File: config.mk
export PLATFORM = sky130hd
export DESIGN_NAME = sata_lpm_ctrl
export DESIGN_NICKNAME = d
export VERILOG_FILES = /design/src/rtl/sata_lpm_ctrl.sv
export SDC_FILE = /design/constraint.sdc
export NUM_CORES = 1
export LEC_CHECK = 0
export ABC_AREA = 0
export BUFFER_PORTS_ARGS = -buffer_cell sky130_fd_sc_hd__buf_2
export CAP_MARGIN = 30
export CORE_UTILIZATION = 40
export DETAILED_ROUTE_END_ITERATION = 8
export PLACE_DENSITY = 0.7
export SLEW_MARGIN = 20
export SYNTH_ARGS = -nofsm -noshare
export SYNTH_HDL_FRONTEND = slang
export SYNTH_SLANG_ARGS = --single-unit
File: constraint.sdc
create_clock -name clk -period 1.3 [get_ports clk]
set_clock_uncertainty 0.1 [all_clocks]
set_input_delay 0.195 -clock clk [delete_from_list [all_inputs] [get_ports clk]]
set_output_delay 0.195 -clock clk [all_outputs]
set_load 0.005 [all_outputs]
File: src/rtl/sata_lpm_ctrl.sv
module sata_lpm_ctrl (
  input  logic       clk,
  input  logic       rst_n,
  input  logic       link_up,
  input  logic       ctl_wr,
  input  logic [2:0] ctl_wdata,
  input  logic [3:0] ack_en,
  input  logic       rx_valid,
  input  logic [2:0] rx_code,
  input  logic       oob_rx,
  output logic       tx_valid,
  output logic [2:0] tx_code,
  output logic       comwake_tx,
  output logic [3:0] stat_pwr,
  output logic [5:0] misc
);
  localparam logic [2:0] P_REQP = 3'd1, P_REQS = 3'd2, P_ACK = 3'd3, P_NAK = 3'd4;

  typedef enum logic [1:0] {S_NOLINK, S_ACTIVE, S_PARTIAL, S_SLUMBER} st_t;

  st_t  st;
  logic req_p, req_s, wake, waking;

  wire ok_p    = (ack_en[3:2] == 2'b00) && ack_en[0];
  wire ok_s    = (ack_en[3:2] == 2'b00) && ack_en[1];
  wire rx_reqp = rx_valid && rx_code == P_REQP;
  wire rx_reqs = rx_valid && rx_code == P_REQS;
  wire rx_ack  = rx_valid && rx_code == P_ACK;
  wire pend    = req_p | req_s;

  always_ff @(posedge clk or negedge rst_n) begin
    if (!rst_n) begin
      st <= S_NOLINK;
      req_p <= 1'b0; req_s <= 1'b0; wake <= 1'b0; waking <= 1'b0;
      tx_valid <= 1'b0; tx_code <= 3'd0; comwake_tx <= 1'b0;
    end else begin
      tx_valid   <= 1'b0;
      tx_code    <= 3'd0;
      comwake_tx <= 1'b0;
      if (!link_up) begin
        st <= S_NOLINK;
        req_p <= 1'b0; req_s <= 1'b0; wake <= 1'b0; waking <= 1'b0;
      end else begin
        case (st)
          S_NOLINK: st <= S_ACTIVE;
          S_ACTIVE: begin
            if (ctl_wr) begin
              req_p <= req_p | ctl_wdata[0];
              req_s <= req_s | ctl_wdata[1];
            end
            if (rx_reqp) begin
              tx_valid <= 1'b1;
              tx_code  <= ok_p ? P_ACK : P_NAK;
              if (ok_p) begin st <= S_PARTIAL; req_p <= 1'b0; req_s <= 1'b0; end
            end else if (rx_reqs) begin
              tx_valid <= 1'b1;
              tx_code  <= ok_s ? P_ACK : P_NAK;
              if (ok_s) begin st <= S_SLUMBER; req_p <= 1'b0; req_s <= 1'b0; end
            end else if (pend && rx_ack) begin
              st    <= req_p ? S_PARTIAL : S_SLUMBER;
              req_p <= 1'b0;
              req_s <= 1'b0;
            end else if (pend) begin
              tx_valid <= 1'b1;
              tx_code  <= req_p ? P_REQP : P_REQS;
            end
          end
          default: begin
            if (oob_rx) begin
              st <= S_ACTIVE; wake <= 1'b0; waking <= 1'b0;
            end else if (wake) begin
              comwake_tx <= 1'b1; wake <= 1'b0; waking <= 1'b1;
            end else if (ctl_wr && ctl_wdata[2] && !waking) begin
              wake <= 1'b1;
            end
          end
        endcase
      end
    end
  end

  always_comb begin
    case (st)
      S_ACTIVE:  stat_pwr = 4'b0001;
      S_PARTIAL: stat_pwr = 4'b0010;
      S_SLUMBER: stat_pwr = 4'b0110;
      default:   stat_pwr = 4'b0000;
    endcase
  end

  assign misc = {st == S_SLUMBER, st == S_PARTIAL, 1'b0, wake, req_s, req_p};
endmodule

# After elaboration in Yosys (flattened, before gate mapping)
# Index checks and enable logic that the tools add are counted.
dict set report totals {
  register_bits 11
  wordCells 92
}
dict set report op_classes {
  eq_ne 13
  muxes 54
  bitwise 3
  n_reduce_logical 14
}
# op count
set op_table {}
lappend op_table {{2-to-1 mux 1 bit} 36}
lappend op_table {{2-to-1 mux 2 bit} 10}
lappend op_table {{2-to-1 mux 3 bit} 6}
lappend op_table {{inequality test 5 bit (second input constant)} 2}
lappend op_table {{case mux 3 bit (3 select lines)} 1}
lappend op_table {{logical AND 1 bit} 8}
lappend op_table {{== test 3 x 2 -> 1 bit (second input constant)} 2}
lappend op_table {{== test 2 bit (second input constant)} 2}
lappend op_table {{logical NOT 2 bit} 2}
lappend op_table {{inequality test 4 x 1 -> 1 bit (second input constant)} 1}
lappend op_table {{inequality test 4 bit (second input constant)} 1}
lappend op_table {{case mux 2 bit (2 select lines)} 1}
lappend op_table {{AND reduction 4 bit} 1}
lappend op_table {{== test 3 x 1 -> 1 bit (second input constant)} 1}
lappend op_table {{inequality test 3 x 1 -> 1 bit (second input constant)} 1}
lappend op_table {{OR 1 bit} 3}
lappend op_table {{== test 2 x 1 -> 1 bit (second input constant)} 1}
lappend op_table {{inequality test 2 x 1 -> 1 bit (second input constant)} 1}
lappend op_table {{inequality test 2 bit (second input constant)} 1}
lappend op_table {{AND reduction 2 bit} 1}
lappend op_table {{OR reduction 2 bit} 1}
lappend op_table {{logical NOT 1 bit} 1}

# Depth between registers and ports, before layout
# Gate-level depths: netlist (run 1).
dict set report logic_depth {
  ltp_word 8
  depth_mapped 5
  mapped_depth_nobuf 4
}

# Worst setup path after synthesis (run 1)
# Ideal clock, no wire load.
dict set report synth_timing {
  path_kind {flip-flop to flip-flop}
  from {register st[0]}
  to {register req_s}
  arrival_ns 0.999
  slack_ns 0.081
  stages_incl_launch_ff 5
  cell_sequence {dfrtp_1 > nor2b_1 > buf_4 > a31o_1 > and3_1}
}
dict set report synth_via {
  elab_chain_cells 2
}
# element line
set synth_lines {}
lappend synth_lines {{start: declaration} 21} ;# st_t st;
lappend synth_lines {{start signal: assignment} 60} ;# st <= req_p ? S_PARTIAL : S_SLUMBER;
lappend synth_lines {{== test 2 x 1 -> 1 bit} 44} ;# case (st)
lappend synth_lines {{inequality test 2 x 1 -> 1 bit (no line)} n/a}
lappend synth_lines {{end signal: assignment} 49} ;# req_s <= req_s | ctl_wdata[1];
lappend synth_lines {{end: declaration} 22} ;# logic req_p, req_s, wake, waking;
# Every way passes these cells.
# A chain may end at the register's enable or synchronous reset.

# Final worst setup path (run 1)
dict set report layout_timing {
  from {register st[0]}
  to {output port misc[5]}
}
dict set report layout_via {
  elab_chain_cells 1
}
# element line
set layout_lines {}
lappend layout_lines {{== test 2 bit} 91} ;# assign misc = {st == S_SLUMBER, st == S_PARTIAL, 1'b0, wake, req_s, req_p};
lappend layout_lines {{end: declaration} 15} ;# output logic [5:0] misc
# Every way passes these cells.

==> results of run 1 <==
-- Yosys cell counts (all sizes together) --
library cell / count / area, sq um
nand4: 1 / 6.26
or3b: 2 / 20.0
and4bb: 1 / 12.5
nand2b: 2 / 12.5
nand2: 7 / 26.3
nor2: 5 / 18.8
mux2i: 1 / 10.0
a21oi: 3 / 15.0
clkbuf: 1 / 3.75
and2: 1 / 6.26
nand4bb: 1 / 11.3
nand3: 2 / 10.0
a21boi: 1 / 7.51
or2b: 1 / 7.51
nor3: 1 / 5.00
conb: 1 / 3.75
nand3b: 2 / 15.0
dfrtp: 11 / 275
a31o: 2 / 17.5
nor2b: 4 / 25.0
buf: 8 / 57.6
o311ai: 1 / 8.76
o21ai: 1 / 5.00
and3: 2 / 12.5
nor4b: 1 / 8.76
o21a: 1 / 7.51
o22ai: 1 / 6.26
nor3b: 2 / 15.0
a31oi: 2 / 12.5
mux2: 1 / 11.3
-- cell families after synthesis --
family | Yosys count | share of synthesized area, %
muxes | 2 | 3.25
DFF | 11 | 42.1
AOI/OAI and AO/OA | 12 | 12.2
buffers and inverters | 9 | 9.37
and+or+nand+nor | 35 | 32.5
other | 1 | 0.573
-- final cells by class --
cell class	count	area [sq um]
clock buffer	4	26.3
timing repair buffer	41	267
tap	16	20.0
sequential	11	277
fill	137	574
multi-input combinational	51	360
-- flip-flops by register name, indices dropped and copies added, names as in the netlist --
register and flops:
tx_code 3, waking 1, req_p 1, req_s 1
comwake_tx 1, st 2, tx_valid 1, wake 1
-- metrics by stage --
step,power [W],TNS [ns],std cells
2_1_floorplan,0.000484,0,71
3_3_place_gp,0.000560,-0.191,115
3_5_place_dp,0.000566,-0.391,115
4_1_cts,0.000827,-0.221,122
5_1_grt,0.000899,-0.263,123
6_report,0.000855,-0.0866,123
-- per-layer routing --
| layer | vias up | wire, um | track usage (%) |
|---|---|---|---|
| met5 | - | 0 | 0 |
| met4 | 0 | 13 | 6.25 |
| met3 | 2 | 74 | 6.03 |
| met2 | 23 | 910 | 33.2 |
| met1 | 330 | 714 | 23.6 |
| li1 | 312 | - | - |
-- worst register-to-register path, cell delays in order, from the launching register on --
cell	delay (ns)
dfrtp_2	0.45
nor2b_4	0.20
buf_4	0.14
nor2b_1	0.03
o21ai_0	0.09
o311ai_2	0.14
-- how the worst min path moves through the flow --
stage / end / from
floorplan: comwake_tx / rst_n
global placement: tx_valid / rst_n
detailed placement: tx_valid / rst_n
CTS: waking / oob_rx
global route: waking / oob_rx
finish: waking / oob_rx
-- power groups by stage --
stage | Clock, W | Sequential [W] | Combinational (W)
2_1_floorplan | 0 | 0.000380 | 0.000103
3_3_place_gp | 0 | 0.000373 | 0.000187
3_5_place_dp | 0 | 0.000374 | 0.000191
4_1_cts | 0.000236 | 0.000368 | 0.000223
5_1_grt | 0.000251 | 0.000374 | 0.000274
6_report | 0.000228 | 0.000372 | 0.000256
-- repair_timing --
item                                   CTS  global route
pin swaps                                0             1
setup endpoints to repair                3             8
hold buffers                             1             0
buffers inserted                         2             2
endpoints found under the hold margin   11             0
resized for setup                        2            12
==> key figures, run 1 <==
Run status
  • Status: complete, but fails checks
  • Failing checks: setup timing

STA
  • Final Max Slew Viols: 0
  • Worst Hold Slack: 0.0903 ns
  • Fin crit share: 102%
  • Setup WS post-layout: -0.0309 ns
  • RSZ-0062 raised after global routing: yes
  • Min Tclk post-route: 1.33 ns
  • Number of endpoints failing setup at the final stage: 3
  • Final-report hold violation count: 0
  • Fmax achieved: 0.751 GHz

Final layout
  • Area Overhead vs Synth: 45.1%
  • Commonest cells after routing, fill and taps aside: 25 x buf_2, 10 x dfrtp_1, 10 x buf_4, 7 x nand2_1
  • Commonest non-fill, non-tap cell in the layout: buf_2
  • Ant diodes: 0
  • Final instance area: 950 sq um
  • Nets: 124
  • Fin util: 62.3%
  • Layout cells sized above 1: 51.4%

Placed design
  • Post-placement cell area: 825 sq um
  • HPWL after DPL: 1170 um
  • Routability cong.: 0.808
  • Pre-CTS setup slack: -0.111 ns
  • PortBufs: 28

Clock tree
  • Clk_lat worst skew: 0.26 ns
  • Clk sink count: 11
  • H-tree depth: 1
  • CTS max path bufs: 2
  • Clock transition at path regs: 0.07 ns
  • CTS tree: yes
  • TritonCTS buffer count: 3
  • Root Buffer: clkbuf_4

Floorplanning
  • Initial Util: 42.9%
  • Core ar.: 0.00152 sq mm
  • Ports: 31
  • Die W: 42.4 um
  • Row count: 14
  • Die Y: 42.4 um
  • Die ar.: 0.00180 sq mm

Yosys
  • Synthesized flop and latch total: 11
  • Synthesized area: 654 sq um
  • Syn. warnings: 0
  • Cells after Synth: 70
  • Syn_area_per_cell: 9.35 sq um
  • Post-synth cell types: 32
  • Register area share after synthesis: 42.1%

Worst setup path
  • Critical path destination: misc[5]
  • Startpoint Class: flop
  • Cell at the slowest stage of the critical path: dfrtp_1
  • Most used cell, CP: buf_6
  • Worst reg2reg path startpoint: st[1]
  • Setup CP Type: flop to output port
  • Reg2Reg Depth: 5
  • Worst R2R Setup Slack: 0.02 ns
  • CP max stage delay: 0.39 ns
  • Crit path max fanout: 3
  • CP Buf/Inv Count: 2
  • Delay-heaviest family, CP: flip-flops
  • Worst Setup End Kind: output port
  • CP arrival: 1.04 ns
  • Instance count on the critical path: 3
  • Worst Path Required: 1.00 ns
  • Crit-path cells: buf_6 -> and2_4 -> buf_6
  • Reg-to-Reg End: st[0]
  • Crit path from: st[0]

Pwr
  • P per Cell Area: 901 mW/mm^2
  • Comb power frac: 29.9%
  • Internal power: 0.000625 W
  • Power share of the sequential group: 43.5%
  • Worst vdd rail ir drop: 0.860 mV
  • Leak pwr: 0.472 nW
  • Clock Power Share: 26.6%
  • Sw power: 0.000230 W
  • Sw frac: 26.9%

Hold path
  • Worst Hold Depth: 4
  • Hold Path Class: input pin to flop

GRT
  • Antenna violations before repair: 0
  • Largest net degree at the start of global routing: 12
  • Gr ovfl total: 0
  • Overall Global Routing Usage: 19.6%
  • First-pass GRT wire length: 2640 um
  • Number of global-route vias before repair: 618

Drt
  • Vias/cell: 5.42
  • Routed WL per cell: 13.9 um
  • DRT antenna net count: 0
  • Drc violations: 0
  • Overall routed net length: 1710 um
  • DR pass1 iterations: 4
  • Iteration-0 DRC Markers: 23
  • Via Count: 667

Job
  • Max cap viols: 0
No activity file was read; power rests on OpenSTA's default activity.
==> run 2: changes to the inputs <==
Settings changed: CORE_UTILIZATION 40 to 43, PLACE_DENSITY 0.7 to 0.72, REMOVE_ABC_BUFFERS from default to 1, SETUP_SLACK_MARGIN from default to 0.3.
Clock period 1.3 ns to 1.65 ns, I/O delays scaled along.
==> key figures, run 2 (same netlist as run 1, synthesis figures left out) <==
Run status
  • Status: complete, no violations (was complete, but fails checks)

Pwr
  • Internal power: 0.000461 W (was 0.000625 W)
  • Worst vdd rail ir drop: 0.500 mV (was 0.860 mV)
  • P per Cell Area: 722 mW/mm^2 (was 901 mW/mm^2)
  • Comb power frac: 23.7% (was 29.9%)
  • Sw frac: 28.0% (was 26.9%)
  • Sw power: 0.000179 W (was 0.000230 W)
  • Leak pwr: 0.442 nW (was 0.472 nW)
  • Clock Power Share: 29.1% (was 26.6%)
  • Power share of the sequential group: 47.2% (was 43.5%)

Worst setup path
  • Worst Path Required: 1.30 ns (was 1.00 ns)
  • Worst Setup End Kind: output port (unchanged)
  • Crit path from: st[1] (was st[0])
  • Setup CP Type: flop to output port (unchanged)
  • Crit path max fanout: 5 (was 3)
  • CP arrival: 1.10 ns (was 1.04 ns)
  • Critical path destination: misc[5] (unchanged)
  • Reg2Reg Depth: 4 (was 5)
  • Startpoint Class: flop (unchanged)
  • Worst reg2reg path startpoint: st[0] (was st[1])
  • Reg-to-Reg End: req_s (was st[0])
  • Worst R2R Setup Slack: 0.32 ns (was 0.02 ns)

Drt
  • Vias/cell: 5.67 (was 5.42)
  • Iteration-0 DRC Markers: 11 (was 23)
  • Routed WL per cell: 14.2 um (was 13.9 um)
  • DR pass1 iterations: 4 (unchanged)
  • Drc violations: 0 (unchanged)
  • Overall routed net length: 1640 um (was 1710 um)
  • DRT antenna net count: 0 (unchanged)
  • Via Count: 658 (was 667)

Floorplanning
  • Die Y: 41.0 um (was 42.4 um)
  • Die W: 41.0 um (was 42.4 um)
  • Core ar.: 0.00135 sq mm (was 0.00152 sq mm)
  • Die ar.: 0.00168 sq mm (was 0.00180 sq mm)
  • Row count: 13 (was 14)
  • Ports: 31 (unchanged)
  • Initial Util: 48.5% (was 42.9%)

GRT
  • Number of global-route vias before repair: 558 (was 618)
  • Antenna violations before repair: 0 (unchanged)
  • Overall Global Routing Usage: 24.6% (was 19.6%)
  • Largest net degree at the start of global routing: 12 (unchanged)
  • First-pass GRT wire length: 2460 um (was 2640 um)
  • Gr ovfl total: 0 (unchanged)

STA
  • Fmax achieved: 0.692 GHz
  • Final-report hold violation count: 0 (unchanged)
  • Worst Hold Slack: 0.152 ns (was 0.0903 ns)
  • Fin Setup TNS: 0 ns (was -0.0866 ns)
  • Fin crit share: 87.6%
  • Number of endpoints failing setup at the final stage: 0 (was 3)
  • Min Tclk post-route: 1.45 ns
  • Final Max Slew Viols: 0 (unchanged)
  • RSZ-0062 raised after global routing: yes (unchanged)

Placed design
  • PortBufs: 28 (unchanged)
  • HPWL after DPL: 1180 um (was 1170 um)
  • Post-placement cell area: 778 sq um (was 825 sq um)
  • Routability cong.: 0.899 (was 0.808)

Final layout
  • Max FFs per register: 3 (unchanged)
  • Commonest non-fill, non-tap cell in the layout: buf_2 (unchanged)
  • Ant diodes: 0 (unchanged)
  • Final instance area: 886 sq um (was 950 sq um)
  • Top reg by flops: tx_code (unchanged)
  • Area Overhead vs Synth: 35.4% (was 45.1%)
  • Largest regs: tx_code: 3 flops, st: 2 flops (unchanged)
  • Layout cells sized above 1: 47.5% (was 51.4%)
  • Fillers: 115 (was 137)
  • Nets: 118 (was 124)
  • Commonest cells after routing, fill and taps aside: 26 x buf_2, 10 x dfrtp_1, 7 x nand2_1, 5 x nor2_1, 5 x buf_4 (was 25 x buf_2, 10 x dfrtp_1, 10 x buf_4, 7 x nand2_1)

Clock tree
  • Clk_lat worst skew: 0.28 ns (was 0.26 ns)
  • TritonCTS buffer count: 3 (unchanged)
  • CTS max path bufs: 2 (unchanged)
  • CTS tree: yes (unchanged)
  • H-tree depth: 1 (unchanged)
  • Clock transition at path regs: 0.06 ns (was 0.07 ns)
  • Root Buffer: clkbuf_4 (unchanged)
  • Clk sink count: 11 (unchanged)

Hold path
  • Hold Path Class: input pin to flop (unchanged)

Job
  • Max cap viols: 0 (unchanged)
==> run 2: cell count changes in the layout (fill, tap and decap cells not counted), sizes merged <==
cell,before,now
buf,40,34
==> run 2: per-stage QoR <==
step                total power [W]  setup WS [ns]  utilization, %  std cells
floorplan                  0.000361          0.285               -         62
global placement           0.000425          0.217            57.6        108
detailed placement         0.000430          0.187            57.6        108
CTS                        0.000624          0.234            61.5        114
global route               0.000677          0.169            65.6        116
finish                     0.000640          0.204            65.6        116
==> run 2: critical path, stage by stage (launching register included) <==
cell     delay (ns)
dfrtp_1        0.43
buf_6          0.15
and2_4         0.14
buf_6          0.11
==> run 2: layout make-up <==
cell class	instances	area [sq um]	area share (%)
sequential	11	277	31.2
multi-input combinational	51	353	39.8
clock buffer	4	26.3	2.97
tap	15	18.8	2.12
timing repair buffer	35	211	23.9
==> run 2: repair_timing <==
item	CTS	global route
hold buffers	1	0
gates resized for setup	3	9
endpoints found under the hold margin	11	0
endpoints found under the setup margin	4	9
buffers inserted	1	2
==> run 2: metal layers <==
layer / share of wire (%) / up-vias / global-route usage [%]
met4: 1.9 / 0 / 12.5
met3: 6.3 / 5 / 9.78
met1: 38 / 313 / 26.1
li1: - / 309 / -
met5: 0 / - / 0
met2: 54 / 31 / 41.4
==> run 2: power by group through the flow <==
stage | Combinational [W] | Clock (W) | Sequential (W)
after floorplan | 0.0000609 | 0 | 0.000300
after CTS | 0.000134 | 0.000193 | 0.000297
after global routing | 0.000167 | 0.000206 | 0.000304
after detailed placement | 0.000128 | 0 | 0.000302
after global placement | 0.000124 | 0 | 0.000301
final | 0.000151 | 0.000186 | 0.000302
==> run 2: worst min path at each step <==
stage | from | to | cells past startpoint
2_1_floorplan | rst_n | comwake_tx | 0
3_3_place_gp | rst_n | tx_code[2] | 1
3_5_place_dp | rst_n | tx_code[2] | 1
4_1_cts | oob_rx | waking | 4
5_1_grt | oob_rx | waking | 4
6_report | oob_rx | waking | 4
==> run 3: changes to the inputs <==
Settings changed: CORE_UTILIZATION 43 to 45, PLACE_DENSITY 0.72 to 0.75, RECOVER_POWER from default to 50.
==> key figures, run 3 (same netlist as run 1, synthesis figures left out) <==
Pwr
  • P per Cell Area: 742 mW/mm^2 (was 722 mW/mm^2)
  • Total power: 0.000644 W (was 0.000640 W)
  • Worst vdd rail ir drop: 0.683 mV (was 0.500 mV)
  • Leak pwr: 0.423 nW (was 0.442 nW)

GRT
  • First-pass GRT wire length: 2260 um (was 2460 um)
  • Overall Global Routing Usage: 22.0% (was 24.6%)
  • Antenna violations before repair: 0 (unchanged)
  • Gr ovfl total: 0 (unchanged)
  • Number of global-route vias before repair: 529 (was 558)
  • Largest net degree at the start of global routing: 12 (unchanged)

STA
  • Fmax achieved: 0.697 GHz (was 0.692 GHz)
  • Fin crit share: 86.9% (was 87.6%)
  • Min Tclk post-route: 1.43 ns (was 1.45 ns)
  • RSZ-0062 raised after global routing: yes (unchanged)
  • Worst-margin pin slew: 0.556 ns
  • Worst Hold Slack: 0.149 ns (was 0.152 ns)
  • Final-report hold violation count: 0 (unchanged)
  • Number of endpoints failing setup at the final stage: 0 (unchanged)
  • Rel. slew slack: 62.9%
  • Final Max Slew Viols: 0 (unchanged)
  • Fin Setup TNS: 0 ns (unchanged)

Worst setup path
  • CP arrival: 1.46 ns (was 1.10 ns)
  • Setup CP Type: flop to flop (was flop to output port)
  • Critical path destination: st[0] (was misc[5])
  • Crit path from: st[1] (unchanged)
  • Worst reg2reg path startpoint: st[1] (was st[0])
  • Worst Setup End Kind: flop (was output port)
  • Startpoint Class: flop (unchanged)
  • Worst R2R Setup Slack: 0.22 ns (was 0.32 ns)
  • Worst Path Required: 1.68 ns (was 1.30 ns)
  • Reg2Reg Depth: 4 (unchanged)
  • Crit path max fanout: 5 (unchanged)
  • Reg-to-Reg End: st[0] (was req_s)

Drt
  • Overall routed net length: 1470 um (was 1640 um)
  • Vias/cell: 5.50 (was 5.67)
  • Via Count: 632 (was 658)
  • Drc violations: 0 (unchanged)
  • DRT antenna net count: 0 (unchanged)
  • Routed WL per cell: 12.8 um (was 14.2 um)
  • Iteration-0 DRC Markers: 33 (was 11)
  • DR pass1 iterations: 4 (unchanged)

Hold path
  • Hold Path Class: input pin to flop (unchanged)

Final layout
  • Largest regs: tx_code: 3 flops, st: 2 flops (unchanged)
  • Ant diodes: 0 (unchanged)
  • Final cell count without fillers: 115 (was 116)
  • Commonest non-fill, non-tap cell in the layout: buf_2 (unchanged)
  • Max FFs per register: 3 (unchanged)
  • Nets: 117 (was 118)
  • Fin util: 65.0% (was 65.6%)
  • Top reg by flops: tx_code (unchanged)
  • Layout cells sized above 1: 41.0% (was 47.5%)
  • Commonest cells after routing, fill and taps aside: 24 x buf_2, 10 x dfrtp_1, 7 x nand2_1, 5 x nor2_1, 5 x clkbuf_1 (was 26 x buf_2, 10 x dfrtp_1, 7 x nand2_1, 5 x nor2_1, 5 x buf_4)
  • Area Overhead vs Synth: 32.5% (was 35.4%)

Floorplanning
  • Ports: 31 (unchanged)
  • Row count: 13 (unchanged)
  • Die ar.: 0.00161 sq mm (was 0.00168 sq mm)
  • Die Y: 40.1 um (was 41.0 um)
  • Initial Util: 49.1% (was 48.5%)
  • Die W: 40.1 um (was 41.0 um)
  • Core ar.: 0.00133 sq mm (was 0.00135 sq mm)

Clock tree
  • TritonCTS buffer count: 3 (unchanged)
  • Clock transition at path regs: 0.06 ns (about the same)
  • Clk sink count: 11 (unchanged)
  • CTS tree: yes (unchanged)
  • Clk_lat worst skew: 0.26 ns (was 0.28 ns)
  • CTS max path bufs: 2 (unchanged)
  • H-tree depth: 1 (unchanged)
  • Root Buffer: clkbuf_4 (unchanged)

Placed design
  • Placed Cells incl. Taps: 107 (was 108)
  • Routability cong.: 0.894 (was 0.899)
  • PortBufs: 28 (unchanged)
  • HPWL after DPL: 1090 um (was 1180 um)

Run status
  • Status: complete, no violations (unchanged)

Job
  • Max cap viols: 0 (unchanged)
## run 3: changes by cell type in the layout (fill, tap and decap cells not counted), sizes merged
cell    change
buf         -5
clkbuf      +4
## run 3: worst min-delay path by stage
stage | from | to | slack (ns) | cells after the start
6_report | oob_rx | waking | 0.15 | 4
5_1_grt | oob_rx | waking | 0.17 | 4
4_1_cts | oob_rx | waking | 0.14 | 4
3_5_place_dp | rst_n | waking | 0.02 | 1
3_3_place_gp | rst_n | comwake_tx | 0.02 | 1
2_1_floorplan | rst_n | comwake_tx | -0.15 | 0
## run 3: per-layer routing
metal	global-route usage, %	vias to the layer above	share of wire [%]	wire length (um)
li1	-	302	-	-
met1	27.0	298	41	606
met2	34.3	32	51	750
met3	10.0	0	7.9	116
met4	6.03	0	0	0
met5	0	-	0	0
## run 3: critical path, stage by stage (launching register included)
cell and delay [ns]:
dfrtp_2 0.40, clkbuf_1 0.21, nand2b_1 0.19, o21ai_0 0.25
o311ai_2 0.14
## run 3: power breakdown
group | total [W] | switching, W | internal (W) | leakage, nW
combinational | 0.000167 | 0.0000714 | 0.0000960 | 0.261
sequential | 0.000299 | 0.0000146 | 0.000284 | 0.147
clock | 0.000178 | 0.0000841 | 0.0000936 | 0.0150
total | 0.000644 | 0.000170 | 0.000474 | 0.423
## run 3: area by class of cell
class | instances | area, sq um
multi-input cells | 51 | 348
clock buffers | 4 | 26.3
fillers | 114 | 467
repair buffers | 34 | 198
flip-flops and latches | 11 | 277
well taps | 15 | 18.8
## run 3: through the flow
step / setup WS (ns) / instance area, sq um
final: 0.216 / 867
after global routing: 0.188 / 867
after CTS: 0.241 / 837
after detailed placement: 0.209 / 771
after global placement: 0.222 / 771
after floorplan: 0.285 / 597
## run 3: what timing repair did
action / 4_1_cts / 5_1_grt
resized for setup: 2 / 8
hold buffers: 1 / 0
pin swaps: 0 / 4
endpoints found under the hold margin: 11 / 0
endpoints found under the setup margin: 4 / 9
buffers inserted: 3 / 0
